File: src/rtl/scan_tap_pkg.sv
package scan_tap_pkg;

   typedef enum logic [3:0] {
      TS_RESET, TS_IDLE,
      TS_SEL_DR, TS_CAP_DR, TS_SHF_DR, TS_EX1_DR, TS_PAU_DR, TS_EX2_DR, TS_UPD_DR,
      TS_SEL_IR, TS_CAP_IR, TS_SHF_IR, TS_EX1_IR, TS_PAU_IR, TS_EX2_IR, TS_UPD_IR
   } tap_state_e;

   localparam int unsigned IR_W = 3;
   typedef logic [IR_W-1:0] instr_t;

   localparam instr_t OP_EXTEST  = 3'b000;
   localparam instr_t OP_IDCODE  = 3'b001;
   localparam instr_t OP_SAMPLEZ = 3'b010;
   localparam instr_t OP_SAMPLE  = 3'b100;
   localparam instr_t OP_BYPASS  = 3'b111;
   localparam instr_t IR_CAPTURE = 3'b001;

   typedef enum logic [1:0] {SEL_BYP, SEL_ID, SEL_BSR} dr_sel_e;

   function automatic dr_sel_e dr_decode(instr_t op);
      dr_sel_e s;
      case (op)
         OP_IDCODE:                         s = SEL_ID;
         OP_EXTEST, OP_SAMPLEZ, OP_SAMPLE:  s = SEL_BSR;
         default:                           s = SEL_BYP;
      endcase
      return s;
   endfunction

endpackage

File: src/rtl/scan_tap_fsm.sv
module scan_tap_fsm
   import scan_tap_pkg::*;
(
   input  logic       tck,
   input  logic       rst_n,
   input  logic       tms,
   output tap_state_e state
);

   tap_state_e nxt;

   always_comb begin
      case (state)
         TS_RESET:  nxt = tms ? TS_RESET  : TS_IDLE;
         TS_IDLE:   nxt = tms ? TS_SEL_DR : TS_IDLE;
         TS_SEL_DR: nxt = tms ? TS_SEL_IR : TS_CAP_DR;
         TS_CAP_DR: nxt = tms ? TS_EX1_DR : TS_SHF_DR;
         TS_SHF_DR: nxt = tms ? TS_EX1_DR : TS_SHF_DR;
         TS_EX1_DR: nxt = tms ? TS_UPD_DR : TS_PAU_DR;
         TS_PAU_DR: nxt = tms ? TS_EX2_DR : TS_PAU_DR;
         TS_EX2_DR: nxt = tms ? TS_UPD_DR : TS_SHF_DR;
         TS_UPD_DR: nxt = tms ? TS_SEL_DR : TS_IDLE;
         TS_SEL_IR: nxt = tms ? TS_RESET  : TS_CAP_IR;
         TS_CAP_IR: nxt = tms ? TS_EX1_IR : TS_SHF_IR;
         TS_SHF_IR: nxt = tms ? TS_EX1_IR : TS_SHF_IR;
         TS_EX1_IR: nxt = tms ? TS_UPD_IR : TS_PAU_IR;
         TS_PAU_IR: nxt = tms ? TS_EX2_IR : TS_PAU_IR;
         TS_EX2_IR: nxt = tms ? TS_UPD_IR : TS_SHF_IR;
         TS_UPD_IR: nxt = tms ? TS_SEL_DR : TS_IDLE;
         default:   nxt = TS_RESET;
      endcase
   end

   always_ff @(posedge tck or negedge rst_n) begin
      if (!rst_n) state <= TS_RESET;
      else        state <= nxt;
   end

endmodule

File: src/rtl/scan_tap_ir.sv
module scan_tap_ir
   import scan_tap_pkg::*;
(
   input  logic       tck,
   input  logic       rst_n,
   input  tap_state_e state,
   input  logic       tdi,
   output logic       ir_lsb,
   output instr_t     ir_cur
);

   instr_t ir_sr;

   always_ff @(posedge tck or negedge rst_n) begin
      if (!rst_n) begin
         ir_sr  <= OP_IDCODE;
         ir_cur <= OP_IDCODE;
      end else begin
         if (state == TS_CAP_IR)      ir_sr <= IR_CAPTURE;
         else if (state == TS_SHF_IR) ir_sr <= {tdi, ir_sr[IR_W-1:1]};

         if (state == TS_RESET)       ir_cur <= OP_IDCODE;
         else if (state == TS_UPD_IR) ir_cur <= ir_sr;
      end
   end

   assign ir_lsb = ir_sr[0];

endmodule

File: src/rtl/scan_tap_dr.sv
module scan_tap_dr
   import scan_tap_pkg::*;
#(
   parameter int unsigned BSR_LEN  = 75,
   parameter int unsigned ID_W     = 32,
   parameter logic [ID_W-1:0] ID_VALUE = '0
) (
   input  logic               tck,
   input  logic               rst_n,
   input  tap_state_e         state,
   input  dr_sel_e            sel,
   input  logic               tdi,
   input  logic [BSR_LEN-1:0] pin_capture,
   output logic               byp_q,
   output logic               id_lsb,
   output logic               bsr_lsb,
   output logic [BSR_LEN-1:0] pin_update
);

   logic            cap_en, shf_en, upd_en;
   logic [ID_W-1:0] id_sr;
   logic [BSR_LEN-1:0] bsr_sr;

   assign cap_en = (state == TS_CAP_DR);
   assign shf_en = (state == TS_SHF_DR);
   assign upd_en = (state == TS_UPD_DR) && (sel == SEL_BSR);

   // single-stage bypass path
   always_ff @(posedge tck or negedge rst_n) begin
      if (!rst_n) byp_q <= 1'b0;
      else if (sel == SEL_BYP) begin
         if (cap_en)      byp_q <= 1'b0;
         else if (shf_en) byp_q <= tdi;
      end
   end

   // identification word
   always_ff @(posedge tck or negedge rst_n) begin
      if (!rst_n) id_sr <= ID_VALUE;
      else if (sel == SEL_ID) begin
         if (cap_en)      id_sr <= ID_VALUE;
         else if (shf_en) id_sr <= {tdi, id_sr[ID_W-1:1]};
      end
   end

   // boundary chain: one capture/shift stage and one update latch per pin
   for (genvar i = 0; i < BSR_LEN; i++) begin : g_cell
      logic shin, sh_q, up_q;
      if (i == BSR_LEN-1) begin : g_head
         assign shin = tdi;
      end else begin : g_body
         assign shin = bsr_sr[i+1];
      end

      always_ff @(posedge tck or negedge rst_n) begin
         if (!rst_n) sh_q <= 1'b0;
         else if (sel == SEL_BSR) begin
            if (cap_en)      sh_q <= pin_capture[i];
            else if (shf_en) sh_q <= shin;
         end
      end

      always_ff @(posedge tck or negedge rst_n) begin
         if (!rst_n)      up_q <= 1'b0;
         else if (upd_en) up_q <= sh_q;
      end

      assign bsr_sr[i]     = sh_q;
      assign pin_update[i] = up_q;
   end

   assign id_lsb  = id_sr[0];
   assign bsr_lsb = bsr_sr[0];

endmodule

File: src/rtl/scan_tap.sv
module scan_tap
   import scan_tap_pkg::*;
#(
   parameter int unsigned BSR_LEN    = 75,
   parameter bit          HAS_TRST   = 1'b1,
   parameter logic [3:0]  REVISION   = 4'h0,
   parameter logic [4:0]  DEPTH_CODE = 5'b00111,
   parameter logic [4:0]  WIDTH_CODE = 5'b00100,
   parameter logic [5:0]  DEVICE_NUM = 6'h00,
   parameter logic [10:0] MFR_CODE   = 11'h0D5
) (
   input  logic               tck,
   input  logic               trst_n,
   input  logic               tms,
   input  logic               tdi,
   output logic               tdo,
   output logic               tdo_oe,
   input  logic [BSR_LEN-1:0] pin_capture,
   output logic [BSR_LEN-1:0] pin_update,
   output logic               hiz_req
);

   localparam int unsigned ID_W = 32;
   localparam logic [ID_W-1:0] ID_VALUE =
      {REVISION, DEPTH_CODE, WIDTH_CODE, DEVICE_NUM, MFR_CODE, 1'b1};

   if (BSR_LEN < 2 || BSR_LEN > 4096) begin : g_bad_len
      $error("scan_tap: BSR_LEN must lie in 2..4096");
   end
   if (MFR_CODE == 11'h07F) begin : g_bad_mfr
      $error("scan_tap: manufacturer code 0x7F is reserved");
   end

   logic rst_n;
   if (HAS_TRST) begin : g_trst
      assign rst_n = trst_n;
   end else begin : g_no_trst
      assign rst_n = 1'b1;
   end

   tap_state_e state;
   instr_t     ir_cur;
   dr_sel_e    sel;
   logic       ir_lsb, byp_q, id_lsb, bsr_lsb;
   logic       tdo_nxt, oe_nxt;

   scan_tap_fsm u_fsm (
      .tck   (tck),
      .rst_n (rst_n),
      .tms   (tms),
      .state (state)
   );

   scan_tap_ir u_ir (
      .tck    (tck),
      .rst_n  (rst_n),
      .state  (state),
      .tdi    (tdi),
      .ir_lsb (ir_lsb),
      .ir_cur (ir_cur)
   );

   assign sel = dr_decode(ir_cur);

   scan_tap_dr #(
      .BSR_LEN  (BSR_LEN),
      .ID_W     (ID_W),
      .ID_VALUE (ID_VALUE)
   ) u_dr (
      .tck         (tck),
      .rst_n       (rst_n),
      .state       (state),
      .sel         (sel),
      .tdi         (tdi),
      .pin_capture (pin_capture),
      .byp_q       (byp_q),
      .id_lsb      (id_lsb),
      .bsr_lsb     (bsr_lsb),
      .pin_update  (pin_update)
   );

   always_comb begin
      oe_nxt = (state == TS_SHF_IR) || (state == TS_SHF_DR);
      if (state == TS_SHF_IR) tdo_nxt = ir_lsb;
      else begin
         case (sel)
            SEL_ID:  tdo_nxt = id_lsb;
            SEL_BSR: tdo_nxt = bsr_lsb;
            default: tdo_nxt = byp_q;
         endcase
      end
   end

   // output stage retimed to the falling edge
   always_ff @(negedge tck or negedge rst_n) begin
      if (!rst_n) begin
         tdo    <= 1'b0;
         tdo_oe <= 1'b0;
      end else begin
         tdo    <= tdo_nxt;
         tdo_oe <= oe_nxt;
      end
   end

   assign hiz_req = (ir_cur == OP_SAMPLEZ);

endmodule

File: config.mk
export PLATFORM = sky130hd
export DESIGN_NAME = scan_tap
export DESIGN_NICKNAME = d
export VERILOG_FILES = /design/src/rtl/scan_tap_pkg.sv /design/src/rtl/scan_tap_fsm.sv /design/src/rtl/scan_tap_ir.sv /design/src/rtl/scan_tap_dr.sv /design/src/rtl/scan_tap.sv
export SDC_FILE = /design/constraint.sdc
export NUM_CORES = 1
export LEC_CHECK = 0
export BUFFER_PORTS_ARGS = -buffer_cell sky130_fd_sc_hd__buf_2
export CORE_AREA = 2 2 194 148
export CTS_CLUSTER_SIZE = 40
export DETAILED_ROUTE_END_ITERATION = 8
export DIE_AREA = 0 0 196 150
export PLACE_DENSITY_LB_ADDON = 0.3
export SLEW_MARGIN = 20
export SYNTH_ARGS = -nofsm -noshare
export SYNTH_HDL_FRONTEND = slang
export SYNTH_SLANG_ARGS = --single-unit
export TNS_END_PERCENT = 20
File: constraint.sdc
create_clock -name tck -period 4 [get_ports tck]
set_input_delay 0 -clock tck [delete_from_list [all_inputs] [get_ports tck]]
set_output_delay 0 -clock tck [all_outputs]
set_load 0.01 [all_outputs]
==> results.toml, run 1 <==
[global_routing]
track_usage_pct = 13.9
grt_pass1_wl_mm = 31.7
grt_pass1_vias = 5620
overflow = 0
grt_max_degree = 155
antenna_found_initial = 0

[sta]
grt_setup_unrepaired = "no"
worstMarginPinSlew_ns = 0.835
drv_slew = 0
setup_violations = 0
fin_setup_tns_ns = 0
fin_skew_ns = 0.0367
hold_viol = 0
max_slew_margin_pct = 44.4

[pwr]
p_sw_uw = 1530
combPwrFrac_pct = 23.8
internal_power_uw = 3710
peakVddDrop_mv = 0.353
seqPwrFrac_pct = 43.8
switching_share_pct = 29.2
leakagePower_uw = 0.00579
clkPwrFrac_pct = 32.5
design_power_total_uw = 5240
power_density_nw_per_um2 = 458

[placed_design]
dp_cells = 1109
routabilityCongestion = 0.729
place_area_um2 = 10100
dp_hpwl_mm = 12.8
port_buffers = 156

[worst_setup_path]
cp_slowest_cell = "dfstp_2"
arrival_ns = 2.16
cp-end-kind = "flip-flop"
worstSetupStartpointType = "flip-flop"
critical_path_required_ns = 2.25
r2r_end = "tdo"
reg2reg_slack_ns = 0.09
r2r_start = "u_ir.ir_cur[0]"
reg2reg_depth = 6
slowest_delay_ns = 0.56
path_cells = "inv_1, or3_1, ha_1, a22oi_1, o21ai_0, mux2_2"
worstSetupPathType = "reg -> reg"
critPathMaxFanout = 4

[synthesis]
synth_top_family_by_area = "multiplexers"
avgSynthCellArea_um2 = 13.7
yosys.area.top_type = "dfrtp_1"
syn-num-nets = 777
synth-compound-area-share_pct = 2.01
synth_mux_area_share_pct = 32.5
synth-edff-count = 0
synthFlopType = "dfrtp_1"
async_flop_share_pct = 100
synth_xor_area_share_pct = 0
synth-seq-cells = 195
synthTopCellsByCount = "mux2_2 (193), dfrtp_1 (181), buf_4 (80)"
yosys.area_share.simple_pct = 3.95
ys_warn_count = 0
synth_fa_ha_area_share_pct = 0.394
syn_inst = 695
seq_area_frac_synth_pct = 51.4
syn-cell-area_um2 = 9530
synth_top_area_share_pct = 47.5
synth.most_common_cell = "mux2_2"
synthDistinctLibCells = 41
synth.area.top_cells = "dfrtp_1 (48%), mux2_2 (23%), mux2_4 (7.9%), buf_4 (6.3%), dfstp_2 (3.3%)"

[cells_and_area]
area_growth_pct = 20.1
nNetsFinal = 931
layout-drive-gt1-share_pct = 53.9
layout.cells.non_filler = 1220
stdcell_area_um2 = 11400

[floorplan]
start_util_pct = 34.5
die_w_um = 196
io_pins = 157
die_h_um = 150
dieArea_um2 = 29400
core-area_um2 = 27600
rows = 53

[cts]
cts.clk_slew.worst_paths_ns = 0.08
cts_buffer_depth = 2
ctsResizeCount = 0
numCtsBuffers = 17
clk_latency_ns = 0.44
cts_root_buf = "clkbuf_16"
cts_setup_buffers = 0
cts_tree = "yes"
cts_num_sinks = 195
htreeDepth = 4

[route]
wire_per_inst_um = 16.2
viasPerCell = 4.53
drc = 0
vias = 5527
ant_nets = 0
drtIter0Drc = 213
firstDrtPassIters = 4
drt_wl_total_mm = 19.7

[flow_run]
cap_violations = 0

[min_path]
hold_class = "in -> async"

[outcome]
status = "finished, final reports clean"
==> sequential cells by signal, summed over array words and instances, names as in the netlist <==
signal / flops
tdo_oe: 1
u_dr.bsr_lsb: 1
u_dr.g_cell.up_q: 75
u_dr.byp_q: 1
u_ir.ir_cur: 3
tdo: 1
u_ir.ir_sr: 3
u_fsm.state: 4
u_dr.id_sr: 32
u_dr.g_cell.sh_q: 1
u_dr.g_cell.shin: 73
==> power groups by stage <==
stage | clock [uW] | sequential (uW) | combinational (uW)
2_1_floorplan | 0 | 2300 | 936
3_3_place_gp | 0 | 2330 | 1190
3_5_place_dp | 0 | 2330 | 1200
4_1_cts | 1770 | 2300 | 1260
5_1_grt | 1850 | 2320 | 1390
6_report | 1700 | 2290 | 1250
==> timing repair <==
| item | 4_1_cts | 5_1_grt |
|---|---|---|
| hold buffers | 78 | 0 |
| endpoints found under the setup margin | 0 | 0 |
| endpoints found under the hold margin | 119 | 0 |
==> stage by stage <==
| step | utilization [%] | hold slack, ns | worst slack [ns] |
|---|---|---|---|
| after global routing | 41.5 | 0.0734 | 0.00610 |
| after floorplan | - | -0.296 | 0.181 |
| after global placement | 36.6 | -0.0377 | 0.123 |
| final | 41.5 | 0.0632 | 0.0909 |
| after CTS | 41.5 | 0.0644 | 0.0715 |
| after detailed placement | 36.6 | -0.0428 | 0.131 |
==> worst max path at each step <==
stage / from / to / depth (start not counted)
after CTS: u_ir.ir_cur[0] / tdo / 6
after global placement: u_ir.ir_cur[0] / tdo / 6
after detailed placement: u_ir.ir_cur[0] / tdo / 6
final: u_ir.ir_cur[0] / tdo / 6
after global routing: u_ir.ir_cur[0] / tdo / 6
after floorplan: u_ir.ir_cur[0] / tdo / 6
==> metal layers <==
layer	wire length, um	global-route usage, %	vias to the layer above
met5	0	0	-
met3	1120	4.53	12
li1	-	-	2639
met4	150	3.22	0
met1	10100	20.0	2769
met2	8370	20.3	107
==> kinds of logic after synthesis <==
kind of cell	Yosys count
simple gates	73
mux	260
flops	195
compound gates	28
fa+ha+maj	3
buf+inv	136
==> cell usage in the layout, fill, tap and decap left out, types with 3 or more instances in the layout <==
cell	n
mux2_2	193
nand2_1	22
dlygate4sd3_1	78
a21oi_1	10
nor2_1	21
inv_1	21
dfrtp_1	181
o21ai_0	7
mux2i_1	17
buf_12	3
buf_4	13
ha_1	3
mux2_4	50
nor2b_1	7
inv_6	6
dfstp_2	12
buf_2	155
clkinvlp_4	4
clkbuf_16	17
nor3b_1	3
==> critical path: cells and delay by family (launching register included) <==
family | cells | cell delay [ns]
compound gates | 2 | 0.25
fa+ha+maj | 1 | 0.23
buf+inv | 1 | 0.05
flops | 1 | 0.56
mux | 1 | 0.26
simple gates | 1 | 0.39
==> cell type report <==
class | instances | area [um^2]
fillers | 2584 | 16100
flip-flops and latches | 195 | 4890
multi-input cells | 364 | 3720
repair buffers | 250 | 1730
well taps | 357 | 447
clock buffers | 17 | 425
clock inverters | 15 | 146
inverters | 21 | 78.8
diodes | 1 | 2.50
Power figures use the tool's default switching activity.
==> run 2, diff against run 1 <==
PLACE_DENSITY = 0.5   (was default)
PLACE_DENSITY_LB_ADDON = default   (was 0.3)
==> results.toml, run 2 (synthesis gave the netlist of run 1 again) <==
[outcome]
status = "finished, final reports clean"

[pwr]
switching_share_pct = 28.6
design_power_total_uw = 5290
power_density_nw_per_um2 = 462
p_sw_uw = 1510
internal_power_uw = 3780
combPwrFrac_pct = 23.5
leakagePower_uw = 0.00579
clkPwrFrac_pct = 32.8
seqPwrFrac_pct = 43.8
peakVddDrop_mv = 0.323

[cells_and_area]
fillers = 2555
diodes = 0
multi_input_area_um2 = 3720
regMostFlops = "u_dr.g_cell.up_q"
layout_common_cells = "mux2_2 (193), dfrtp_1 (181), buf_2 (155), dlygate4sd3_1 (77), mux2_4 (50)"
register_area_um2 = 4890
final_common_cell = "mux2_2"
area_growth_pct = 20.1
layout-drive-gt1-share_pct = 53.8
stdcell_area_um2 = 11400
nNetsFinal = 927
largest_reg_flops = 75

[sta]
worstMarginPinSlew_ns = 0.852
hold_viol = 0
drv_slew = 0
fin_setup_tns_ns = 0
fin_skew_ns = 0.0334
grt_setup_unrepaired = "no"
setup_violations = 0
max_slew_margin_pct = 43.2

[worst_setup_path]
slowest_delay_ns = 0.56
reg2reg_depth = 6
cp.depth = 6
critical_path_required_ns = 2.24
critical_path.startpoint = "u_ir.ir_cur[0]"
path_cells = "inv_1, or3_4, ha_1, a22oi_1, o21ai_0, mux2_2"
arrival_ns = 2.16
cp_slowest_cell = "dfstp_2"
r2r_start = "u_ir.ir_cur[0]"
critPathMaxFanout = 4
path_buf_inv = 1
critPathTopFamily = "flip-flops"
worstSetupPathType = "reg -> reg"
worstSetupStartpointType = "flip-flop"
cp-end-kind = "flip-flop"

[route]
ant_nets = 0
drtIter0Drc = 187
wire_per_inst_um = 16.8
vias = 5598
firstDrtPassIters = 4
viasPerCell = 4.61
drc = 0
drt_wl_total_mm = 20.4

[floorplan]
die_h_um = 150
start_util_pct = 34.5
io_pins = 157
core-area_um2 = 27600
dieArea_um2 = 29400
die_w_um = 196
rows = 53

[cts]
cts_setup_buffers = 0
numCtsBuffers = 17
clk_latency_ns = 0.43
htreeDepth = 4
cts_tree = "yes"
cts_buffer_depth = 2
cts.clk_slew.worst_paths_ns = 0.08
cts_root_buf = "clkbuf_16"
cts_num_sinks = 195

[min_path]
hold_class = "in -> reg"
hp-start = "pin_capture[5]"
hold_depth = 3

[placed_design]
place_area_um2 = 10100
dp_hpwl_mm = 13.5
routabilityCongestion = 0.722
port_buffers = 156

[global_routing]
grt_pass1_wl_mm = 32.4
antenna_found_initial = 0
track_usage_pct = 14.2
overflow = 0
grt_max_degree = 68
grt_pass1_vias = 5949

[flow_run]
cap_violations = 0
run 2: layout make-up:
cell class	count	share of cell area, %
Tap cell	357	3.90
Sequential cell	195	42.8
Inverter	21	0.689
Clock buffer	19	3.87
Multi-Input combinational cell	364	32.5
Clock inverter	13	1.30
Timing Repair Buffer	246	14.9
run 2: per-stage QoR:
stage	hold slack, ns	std cells	setup WS (ns)	utilization (%)
after CTS	0.00336	1215	0.0306	41.5
after global routing	0.0114	1215	0.00787	41.5
after global placement	0.0335	1106	0.126	36.5
after floorplan	-0.296	695	0.181	-
final	0.0219	1215	0.0780	41.5
after detailed placement	0.0449	1106	0.0868	36.5
run 2: layer usage:
metal  global-route usage, %  wire [um]  share of wire [%]  vias up
met1                    18.9       9660                 47     2848
met2                    22.7       9500                 47      118
li1                        -          -                  -     2619
met5                       0          0                  0        -
met3                    4.37       1050                5.1       13
met4                    3.83        189               0.93        0
run 2: worst register-to-register path, delay by kind of cell, from the launching register on:
kind / cells / cell delay [ns]
compound gates: 2 / 0.26
buf+inv: 1 / 0.05
simple gates: 1 / 0.37
flops: 1 / 0.56
fa+ha+maj: 1 / 0.23
mux: 1 / 0.27
run 2: power by group through the flow:
| stage | clock network, uW | registers (uW) | logic (uW) |
|---|---|---|---|
| after floorplan | 0 | 2300 | 936 |
| after global placement | 0 | 2340 | 1150 |
| after detailed placement | 0 | 2350 | 1190 |
| after CTS | 1810 | 2320 | 1260 |
| after global routing | 1880 | 2340 | 1370 |
| final | 1730 | 2320 | 1240 |
run 2: worst paths after layout:
check | to | slack (ns)
max reg2reg | tdo | 0.08
min in group asynchronous | u_dr.g_cell[38].up_q | 0.13
min | u_dr.g_cell[4].shin | 0.02
min reg2reg | u_dr.id_sr[7] | 0.49
max | tdo | 0.08
max in group asynchronous | tdo | 1.53
run 2: what timing repair did:
item | in CTS | in global routing
hold buffers | 77 | 0
setup endpoints to repair | 0 | 1
endpoints found under the hold margin | 140 | 0
gates resized for setup | 0 | 1
